[src/rtl/tgen_pkg.sv]
package tgen_pkg;
    localparam int TG_PRE_W  = 2;
    localparam int TG_STAGES = 21;
    localparam int TG_SPLIT  = 6;
    localparam int TG_MC_DIV = 4;

    typedef enum logic {
        SRC_FAST = 1'b0,
        SRC_SLOW = 1'b1
    } src_sel_e;
endpackage

[src/rtl/tgen_fast_chain.sv]
// Prescaler plus the lower divider stages, always clocked by the fast tick.
module tgen_fast_chain #(
    parameter int PRE_W = 2,
    parameter int SPLIT = 6
) (
    input  logic                   clk,
    input  logic                   rst_n,
    input  logic                   clr,
    input  logic                   tick,
    output logic [PRE_W+SPLIT-1:0] cnt,
    output logic [SPLIT-1:0]       stage_tick
);
    localparam int W = PRE_W + SPLIT;

    logic [W-1:0] cnt_d, cnt_q;

    always_comb begin
        if (clr) cnt_d = '0;
        else     cnt_d = cnt_q + W'(tick);
    end

    always_ff @(posedge clk or negedge rst_n) begin
        if (!rst_n) cnt_q <= '0;
        else        cnt_q <= cnt_d;
    end

    // stage g+1 carries out when all bits up to and including it are set
    for (genvar g = 0; g < SPLIT; g++) begin : g_stage
        assign stage_tick[g] = tick & (&cnt_q[PRE_W+g:0]);
    end

    assign cnt = cnt_q;
endmodule

[src/rtl/tgen_slow_chain.sv]
// Upper divider stages, clocked by the selected stage-7 source.
module tgen_slow_chain #(
    parameter int W = 15
) (
    input  logic         clk,
    input  logic         rst_n,
    input  logic         clr,
    input  logic         tick,
    output logic [W-1:0] cnt,
    output logic [W-1:0] stage_tick
);
    logic [W-1:0] cnt_d, cnt_q;

    always_comb begin
        if (clr) cnt_d = '0;
        else     cnt_d = cnt_q + W'(tick);
    end

    always_ff @(posedge clk or negedge rst_n) begin
        if (!rst_n) cnt_q <= '0;
        else        cnt_q <= cnt_d;
    end

    for (genvar g = 0; g < W; g++) begin : g_stage
        assign stage_tick[g] = tick & (&cnt_q[g:0]);
    end

    assign cnt = cnt_q;
endmodule

[src/rtl/tgen_mcycle.sv]
// Machine-cycle counter: one strobe per MC_DIV system ticks.
module tgen_mcycle #(
    parameter int MC_DIV = 4
) (
    input  logic clk,
    input  logic rst_n,
    input  logic clr,
    input  logic tick,
    output logic stb
);
    localparam int CW = (MC_DIV > 1) ? $clog2(MC_DIV) : 1;
    localparam logic [CW-1:0] LAST = CW'(MC_DIV - 1);

    logic [CW-1:0] cnt_d, cnt_q;

    always_comb begin
        cnt_d = cnt_q;
        if (clr)       cnt_d = '0;
        else if (tick) cnt_d = (cnt_q == LAST) ? '0 : cnt_q + CW'(1);
    end

    always_ff @(posedge clk or negedge rst_n) begin
        if (!rst_n) cnt_q <= '0;
        else        cnt_q <= cnt_d;
    end

    assign stb = tick & (cnt_q == LAST);
endmodule

[src/rtl/tgen_top.sv]
module tgen_top
    import tgen_pkg::*;
#(
    parameter int PRE_W     = TG_PRE_W,
    parameter int N_STAGES  = TG_STAGES,
    parameter int SPLIT     = TG_SPLIT,
    parameter int MC_DIV    = TG_MC_DIV,
    parameter int TBT_STAGE = 14,
    parameter int WDT_STAGE = 21,
    parameter int TMR_STAGE = 3,
    parameter int DVO_STAGE = 10,
    parameter int WUP_STAGE = 8
) (
    input  logic                         clk,
    input  logic                         rst_n,
    input  logic                         hf_tick,
    input  logic                         lf_tick,
    input  logic                         stop_mode,
    input  logic                         sys_slow,
    input  logic                         s7_from_lf,
    output logic                         sys_en,
    output logic                         mcyc_stb,
    output logic [N_STAGES-1:0]          tap_en,
    output logic                         tbt_tick,
    output logic                         wdt_tick,
    output logic                         tmr_tick,
    output logic                         dvo_tick,
    output logic                         wup_tick,
    output logic [N_STAGES+PRE_W-1:0]    div_state
);
    localparam int LO_W = PRE_W + SPLIT;
    localparam int HI_W = N_STAGES - SPLIT;

    typedef struct packed {
        logic                stop;
        src_sel_e            sel_sys;
        src_sel_e            sel7;
        logic                sys_en;
        logic                mcyc;
        logic [N_STAGES-1:0] taps;
    } st_t;

    st_t st_d, st_q;

    logic            clr;
    logic            sys_tick;
    logic            src7;
    logic            mc_stb;
    logic [LO_W-1:0] lo_cnt;
    logic [HI_W-1:0] hi_cnt;
    logic [SPLIT-1:0] lo_stage;
    logic [HI_W-1:0]  hi_stage;

    // clear on STOP entry, during STOP and on the cycle of exit
    assign clr      = stop_mode | st_q.stop;
    assign sys_tick = (st_q.sel_sys == SRC_SLOW) ? lf_tick : hf_tick;
    assign src7     = (st_q.sel7 == SRC_SLOW) ? lf_tick : lo_stage[SPLIT-1];

    tgen_fast_chain #(.PRE_W(PRE_W), .SPLIT(SPLIT)) u_fast (
        .clk        (clk),
        .rst_n      (rst_n),
        .clr        (clr),
        .tick       (hf_tick),
        .cnt        (lo_cnt),
        .stage_tick (lo_stage)
    );

    tgen_slow_chain #(.W(HI_W)) u_slow (
        .clk        (clk),
        .rst_n      (rst_n),
        .clr        (clr),
        .tick       (src7),
        .cnt        (hi_cnt),
        .stage_tick (hi_stage)
    );

    tgen_mcycle #(.MC_DIV(MC_DIV)) u_mcyc (
        .clk   (clk),
        .rst_n (rst_n),
        .clr   (clr),
        .tick  (sys_tick),
        .stb   (mc_stb)
    );

    always_comb begin
        st_d      = st_q;
        st_d.stop = stop_mode;
        // a source swap is applied only when neither candidate is ticking
        if (!hf_tick && !lf_tick)
            st_d.sel_sys = sys_slow ? SRC_SLOW : SRC_FAST;
        if (!lf_tick && !lo_stage[SPLIT-1])
            st_d.sel7 = (sys_slow | s7_from_lf) ? SRC_SLOW : SRC_FAST;
        st_d.sys_en = sys_tick & ~clr;
        st_d.mcyc   = mc_stb & ~clr;
        st_d.taps   = clr ? '0 : {hi_stage, lo_stage};
    end

    always_ff @(posedge clk or negedge rst_n) begin
        if (!rst_n) begin
            st_q.stop    <= 1'b0;
            st_q.sel_sys <= SRC_FAST;
            st_q.sel7    <= SRC_FAST;
            st_q.sys_en  <= 1'b0;
            st_q.mcyc    <= 1'b0;
            st_q.taps    <= '0;
        end else begin
            st_q <= st_d;
        end
    end

    assign sys_en    = st_q.sys_en;
    assign mcyc_stb  = st_q.mcyc;
    assign tap_en    = st_q.taps;
    assign tbt_tick  = st_q.taps[TBT_STAGE-1];
    assign wdt_tick  = st_q.taps[WDT_STAGE-1];
    assign tmr_tick  = st_q.taps[TMR_STAGE-1];
    assign dvo_tick  = st_q.taps[DVO_STAGE-1];
    assign wup_tick  = st_q.taps[WUP_STAGE-1];
    assign div_state = {hi_cnt, lo_cnt};
endmodule

[config.mk]
export PLATFORM = sky130hd
export DESIGN_NAME = tgen_top
export DESIGN_NICKNAME = d
export VERILOG_FILES = /design/src/rtl/tgen_pkg.sv /design/src/rtl/tgen_fast_chain.sv /design/src/rtl/tgen_slow_chain.sv /design/src/rtl/tgen_mcycle.sv /design/src/rtl/tgen_top.sv
export SDC_FILE = /design/constraint.sdc
export NUM_CORES = 1
export LEC_CHECK = 0
export BUFFER_PORTS_ARGS = -buffer_cell sky130_fd_sc_hd__buf_4
export CAP_MARGIN = 25
export CORE_ASPECT_RATIO = 1.5
export CORE_UTILIZATION = 33
export DETAILED_ROUTE_END_ITERATION = 10
export GPL_ROUTABILITY_DRIVEN = 0
export GPL_TIMING_DRIVEN = 0
export PLACE_DENSITY_LB_ADDON = 0.15
export REMOVE_ABC_BUFFERS = 1
export SYNTH_ARGS = -nofsm -noshare
export SYNTH_HDL_FRONTEND = slang
export SYNTH_SLANG_ARGS = --single-unit
[constraint.sdc]
create_clock -name clk -period 2.25 [get_ports clk]
set_clock_uncertainty 0.2 [all_clocks]
set_input_delay 0.225 -clock clk [delete_from_list [all_inputs] [get_ports clk]]
set_output_delay 0.225 -clock clk [all_outputs]
set_load 0.01 [all_outputs]
==> results of run 1 <==
==> cell usage in the layout, fill, tap and decap left out, types with 3 or more instances in the layout <==
| cell | count |
|---|---|
| buf_4 | 77 |
| xnor2_1 | 3 |
| or3_1 | 11 |
| and2_1 | 4 |
| dlygate4sd3_1 | 3 |
| xor2_1 | 4 |
| dfrtp_2 | 3 |
| inv_1 | 7 |
| nor4_2 | 4 |
| mux2i_1 | 7 |
| or4_4 | 3 |
| nor4_1 | 6 |
| nand4_1 | 7 |
| ha_1 | 3 |
| clkbuf_8 | 5 |
| dfrtp_1 | 48 |
| o31ai_1 | 4 |
| nor2_1 | 16 |
| a21oi_1 | 8 |
| nor3_1 | 6 |
| nand3_1 | 9 |
| nand2_1 | 16 |
| o21ai_0 | 5 |
==> synthesized netlist by cell type (2+ instances only) <==
library cell,number,area share
dfrtp_1,51,0.53
buf_4,21,0.066
nand2_1,18,0.028
nor2_1,17,0.027
or3_1,11,0.029
a21oi_1,10,0.021
nand3_1,10,0.021
nor4_1,9,0.023
inv_1,8,0.013
mux2i_1,7,0.029
nand4_1,7,0.018
nor3_1,6,0.013
ha_1,5,0.026
o21ai_0,5,0.010
o31ai_1,5,0.016
and2_1,4,0.010
clkbuf_1,4,0.0063
or4_1,4,0.013
xor2_1,4,0.015
buf_2,3,0.0063
xnor2_1,3,0.011
nand3_2,2,0.0084
nor4_2,2,0.010
==> state kept, by name (all words and copies together) (netlist names) <==
| signal | flops |
|---|---|
| u_slow.cnt | 15 |
| u_fast.cnt | 8 |
| sys_en | 1 |
| st_q | 3 |
| u_mcyc.cnt_q | 2 |
| mcyc_stb | 1 |
| tap_en | 21 |
==> per-layer routing <==
| metal | part of all wire | global-route usage | vias to the layer above | routed length, um |
|---|---|---|---|---|
| met4 | 0.021 | 0.0630 | 0 | 111 |
| met1 | 0.40 | 0.170 | 906 | 2140 |
| li1 | - | - | 884 | - |
| met2 | 0.55 | 0.261 | 51 | 2950 |
| met5 | 0 | 0 | - | 0 |
| met3 | 0.039 | 0.0284 | 8 | 209 |
==> worst max-delay path by stage <==
stage | startpoint | slack [ns] | cells after the start | to
2_1_floorplan | u_fast.cnt[2] | -0.33 | 7 | u_slow.cnt[10]
3_3_place_gp | u_fast.cnt[2] | -0.66 | 7 | u_slow.cnt[14]
3_5_place_dp | u_fast.cnt[2] | -0.73 | 7 | u_slow.cnt[14]
4_1_cts | u_fast.cnt[4] | -0.07 | 7 | u_slow.cnt[10]
5_1_grt | u_fast.cnt[3] | -0.08 | 8 | u_slow.cnt[14]
6_report | u_fast.cnt[3] | -0.02 | 7 | u_slow.cnt[10]
==> power breakdown <==
part	internal (uW)	leakage, uW	total, uW	switching (uW)
clock network	445	0.0000654	752	307
logic	40.3	0.000681	104	63.6
registers	926	0.000697	938	11.7
total	1410	0.00144	1790	382
==> area by class of cell <==
class | count | area, sq um | share of cell area
Clock buffer | 6 | 72.6 | 0.0229
Clock inverter | 2 | 60.1 | 0.0190
Multi-Input combinational cell | 138 | 1010 | 0.318
Tap cell | 78 | 97.6 | 0.0308
Sequential cell | 51 | 1280 | 0.404
Inverter | 8 | 32.5 | 0.0103
Timing Repair Buffer | 81 | 619 | 0.195
==> worst max-delay path, delay by kind of cell, from the launching register on <==
kind / cells / cell delay [ns]
AOI/OAI and AO/OA: 2 / 0.64
adders and majority gates: 1 / 0.14
DFF: 1 / 0.42
buffers and inverters: 1 / 0.08
and+or+nand+nor: 3 / 0.71
==> metrics by stage <==
step            util  hold slack [ns]
3_3_place_gp   0.391            0.109
4_1_cts        0.444          0.00373
5_1_grt        0.456           0.0261
6_report       0.456          0.00147
2_1_floorplan      -           -0.271
3_5_place_dp   0.391            0.111
==> kinds of logic after synthesis <==
logic type,count (synthesis),share of synthesized area
AND/OR/NAND/NOR,97,0.231
AO/OA/AOI/OAI,21,0.0517
XOR/XNOR,7,0.0256
adder cells (fa/ha/maj),5,0.0261
multiplexers,8,0.0339
buffers and inverters,39,0.0992
flip-flops,51,0.532
==> what timing repair did <==
item | CTS | global route
hold buffers | 3 | 0
resized for setup | 19 | 10
endpoints found under the setup margin | 13 | 15
cloned | 0 | 0
pin swaps | 4 | 4
buffers inserted | 16 | 7
endpoints found under the hold margin | 53 | 0
==> reports/metrics.yaml, run 1 <==
cells_and_area:
  areaGrowthSynthToFinish_pct: 32.2
  drive_gt1_frac: 0.399
  diodes: 0
  fillCellCount: 659
  instances_no_fill: 364
  fin_area_sq_um: 3170
  nNetsFinal: 297
placement:
  dpl.hpwl_mm: 3.50
  pre_cts_slack_ns: -0.726
  dp_cells: 332
  port_buffers: 57
  place_area_sq_um: 2720
synth:
  synth_cell_type_count: 35
  ys_ff_latch: 51
  ys_seq_area_frac: 0.532
  syn_area_per_cell_sq_um: 10.5
  syn-cell-area_sq_um: 2400
  synthCells: 228
  synth_edf_count: 0
  async_flop_share: 1.00
  ys_dominant_reg_cell: "dfrtp_1"
  yosys_warnings: 0
route:
  drtIter0Drc: 72
  drc: 0
  ant_nets: 0
  dr_total_vias: 1849
  wirelength_mm: 5.41
  drt-pass1-iter-count: 4
  via_per_inst: 5.08
  wl_per_cell_um: 14.9
critical_path:
  reg2reg_depth: 7
  crit_top_cell: "nand3_4"
  cp.arrival_ns: 2.30
  r2r_start: "u_fast.cnt[3]"
  r2r_slack_ns: -0.02
  r2r_end: "u_slow.cnt[10]"
  start_kind: "register"
  worstPathCellList: "nand3_4, o41a_4, inv_4, ha_4, nand3_4, or4_4, a21oi_2"
  worst-setup-path-type: "register to register"
  cpPeakStageDelay_ns: 0.50
  cp.required_ns: 2.28
  cp_max_fo: 7
  slowest_stage: "o41a_4"
  critPathCaptureType: "register"
clock_network:
  clk_pin_slew_ns: 0.10
  cts_buffer_depth: 2
  tritoncts: "done"
  cts_root_buf: "clkbuf_8"
  clock-sinks: 51
  clock_latency_ns: 0.31
  cts_buffers: 5
  cts-htree-levels: 2
hold_path:
  holdCritStartpoint: "s7_from_lf"
  hold_class: "primary input to register"
  hold_depth: 3
  min_to: "st_q[23]"
global_routing:
  grt_pass1_vias: 1771
  grt.total_usage: 0.147
  gr-total-overflow: 0
  antenna_found_initial: 0
  grt_max_degree: 52
  grt_pass1_wl_mm: 8.65
outcome:
  status: "finished, violations left"
  violations: "negative setup slack"
sta:
  post-route-period-util: 1.01
  fin_ws_ns: -0.0197
  setup_viol: 1
  slew_headroom: 0.569
  setup_tns_ns: -0.0197
  hold_viol: 0
  rsz0062_at_grt: "yes"
  fmax_mhz: 441
  post-route-min-period_ns: 2.27
  worst_pin_slew_ns: 0.647
  final-max-slew-violation-count: 0
floorplan:
  die_h_um: 106
  die_x_um: 71.6
  dieArea_sq_um: 7620
  core_sq_um: 6940
  rows: 37
  io_pins: 58
  start_util: 0.345
power:
  vdd_drop_max_uv: 226
  total_power_uw: 1790
  p_leak_uw: 0.00144
  p_per_area_nw_per_um2: 566
job:
  cap_violations: 0
No activity file was read; power rests on OpenSTA's default activity.
==> run 2: changes to the inputs <==
--- a/config.mk
+++ b/config.mk
@@ -5,14 +5,13 @@
 export SDC_FILE = /design/constraint.sdc
 export NUM_CORES = 1
 export LEC_CHECK = 0
-export BUFFER_PORTS_ARGS = -buffer_cell sky130_fd_sc_hd__buf_4
-export CAP_MARGIN = 25
+export BUFFER_PORTS_ARGS = -buffer_cell sky130_fd_sc_hd__buf_2
 export CORE_ASPECT_RATIO = 1.5
 export CORE_UTILIZATION = 33
 export DETAILED_ROUTE_END_ITERATION = 10
 export GPL_ROUTABILITY_DRIVEN = 0
 export GPL_TIMING_DRIVEN = 0
-export PLACE_DENSITY_LB_ADDON = 0.15
+export PLACE_DENSITY = 0.68
 export REMOVE_ABC_BUFFERS = 1
 export SYNTH_ARGS = -nofsm -noshare
 export SYNTH_HDL_FRONTEND = slang
==> run 2 against run 1 <==
  * The run still ends with negative setup slack left
  * Power is 11% lower
  * Sequential share of layout area up 4.0 points
  * Combinational power decreased by 7%
  * Setup slack better by 0.017 ns
  * Sequential power about the same
  * Sequential cell count is the same
  * Hold slack better by 0.0098 ns
  * Design area down 9.2%
  * Die area did not move
  * Largest cell class unchanged
  * Highest routed layer unchanged
==> reports/metrics.yaml, run 2 (synthesis gave the netlist of run 1 again) <==
sta:
  slew_headroom: 0.270  # was 0.569
  post-route-period-util: 1.00  # was 1.01
  final-max-slew-violation-count: 0  # unchanged
  post-route-min-period_ns: 2.25  # was 2.27 ns
  setup_tns_ns: -0.00250  # was -0.0197 ns
  worst_pin_slew_ns: 1.10  # was 0.647 ns
  hold_viol: 0  # unchanged
  fmax_mhz: 444  # was 441 MHz
  setup_viol: 1  # unchanged
  rsz0062_at_grt: "yes"  # unchanged
  fin_ws_ns: -0.00250  # was -0.0197 ns
cells_and_area:
  final_cell_mix: "buf_2 (57), dfrtp_1 (49), nand2_1 (17)"  # was buf_4 (77), dfrtp_1 (48), nand2_1 (16), nor2_1 (16), or3_1 (11)
  drive_gt1_frac: 0.353  # was 0.399
  final_common_cell: "buf_2"  # was buf_4
  largest_reg_flops: 21  # unchanged
  fillCellCount: 682  # was 659
  instances_no_fill: 356  # was 364
  diodes: 0  # unchanged
  nNetsFinal: 289  # was 297
  areaGrowthSynthToFinish_pct: 20.0  # was 32.2%
clock_network:
  tritoncts: "done"  # unchanged
  cts_root_buf: "clkbuf_8"  # unchanged
  cts-htree-levels: 2  # unchanged
  clock-sinks: 51  # unchanged
  cts_buffer_depth: 2  # unchanged
  cts_buffers: 5  # unchanged
  clk_pin_slew_ns: 0.09  # was 0.10 ns
  clock_latency_ns: 0.30  # was 0.31 ns
global_routing:
  antenna_found_initial: 0  # unchanged
  gr-total-overflow: 0  # unchanged
  grt_pass1_vias: 1715  # was 1,771
  grt.total_usage: 0.132  # was 0.147
  grt_max_degree: 52  # unchanged
  grt_pass1_wl_mm: 7.90  # was 8.65 mm
hold_path:
  hold_depth: 3  # unchanged
  hold_class: "primary input to register"  # unchanged
critical_path:
  critPathCaptureType: "register"  # unchanged
  critical_path_depth: 7  # unchanged
  cp.arrival_ns: 2.28  # was 2.30 ns
  start_kind: "register"  # unchanged
  cpPeakStageDelay_ns: 0.51  # was 0.50 ns
  cp_max_fo: 6  # was 7
  path_buf_inv: 1  # unchanged
  worstPathCellList: "nand3_2, o41a_4, inv_4, ha_4, nand3_4, or4_1, a21oi_2"  # was nand3_4, o41a_4, inv_4, ha_4, nand3_4, or4_4, a21oi_2
  worst-setup-path-type: "register to register"  # unchanged
  cp.required_ns: 2.28  # about the same
  crit_family: "simple AND/OR/NAND/NOR gates"  # unchanged
  reg2reg_depth: 7  # unchanged
  slowest_stage: "or4_1"  # was o41a_4
power:
  p_per_area_nw_per_um2: 556  # was 566 nW/um^2
  p_leak_uw: 0.00137  # was 0.00144 uW
  vdd_drop_max_uv: 299  # was 226 uV
  total_power_uw: 1600  # was 1790 uW
route:
  drc: 0  # unchanged
  ant_nets: 0  # unchanged
  drtIter0Drc: 64  # was 72
  wirelength_mm: 4.92  # was 5.41 mm
  via_per_inst: 5.01  # was 5.08
  wl_per_cell_um: 13.8  # was 14.9 um
  dr_total_vias: 1783  # was 1,849
  drt-pass1-iter-count: 4  # unchanged
placement:
  dp_cells: 332  # unchanged
  port_buffers: 57  # unchanged
  dpl.hpwl_mm: 3.28  # was 3.50 mm
job:
  cap_violations: 0  # unchanged
outcome:
  violations: "negative setup slack"  # unchanged
  status: "finished, violations left"  # unchanged
floorplan:
  die_x_um: 71.6  # unchanged
  core_sq_um: 6940  # unchanged
  dieArea_sq_um: 7620  # unchanged
  rows: 37  # unchanged
  die_h_um: 106  # unchanged
  io_pins: 58  # unchanged
  start_util: 0.345  # unchanged
run 2: cell types whose count changed in the layout (fill, tap and decap cells not counted), sizes merged:
cell	previous run	this run
buf	78	70
bufinv	2	0
clkbuf	6	8
run 2: power by group:
group / internal [uW] / leakage [uW] / switching (uW)
Sequential: 926 / 0.000699 / 11.1
Clock: 281 / 0.0000515 / 286
Combinational: 34.7 / 0.000623 / 61.8
Total: 1240 / 0.00137 / 359
run 2: path summary, 6_finish.rpt:
path,from,endpoint,slack [ns]
min in group asynchronous,rst_n,u_fast.cnt[7],0.46
max reg2reg,u_fast.cnt[2],u_slow.cnt[10],-0.003
max in group asynchronous,rst_n,u_fast.cnt[1],0.64
min,s7_from_lf,st_q[23],0.01
max,u_fast.cnt[2],u_slow.cnt[10],-0.003
min reg2reg,st_q[24],st_q[24],0.34
run 2: timing repair:
action / in CTS / in global routing
hold buffers: 2 / 1
buffers inserted: 9 / 4
resized for setup: 15 / 3
setup endpoints to repair: 13 / 11
endpoints found under the hold margin: 53 / 1
pin swaps: 5 / 4
run 2: worst min-delay path: stages:
cell and delay [ns]:
buf_2 0.07, nor2_1 0.03, mux2i_1 0.13
run 2: per-layer routing:
metal / global-route usage / wire length (um) / up-vias
met5: 0 / 0 / -
met4: 0.0462 / 65 / 0
met3: 0.0256 / 165 / 6
met2: 0.240 / 2550 / 46
met1: 0.151 / 2140 / 857
li1: - / - / 874
run 2: layout make-up:
cell class / count / area [sq um] / area share
Sequential cell: 51 / 1280 / 0.444
Inverter: 8 / 32.5 / 0.0113
Tap cell: 78 / 97.6 / 0.0339
Multi-Input combinational cell: 138 / 952 / 0.331
Timing Repair Buffer: 73 / 417 / 0.145
Clock buffer: 8 / 100 / 0.0348
run 2: through the flow:
stage               utilization  hold slack (ns)  cell area (sq um)  worst slack (ns)
finish                    0.414           0.0112               2880          -0.00250
CTS                       0.407           -0.111               2830           -0.0414
floorplan                     -           -0.271               2190            -0.335
detailed placement        0.370            0.221               2570            -0.633
global route              0.414           0.0489               2880           -0.0842
global placement          0.370            0.201               2570            -0.572
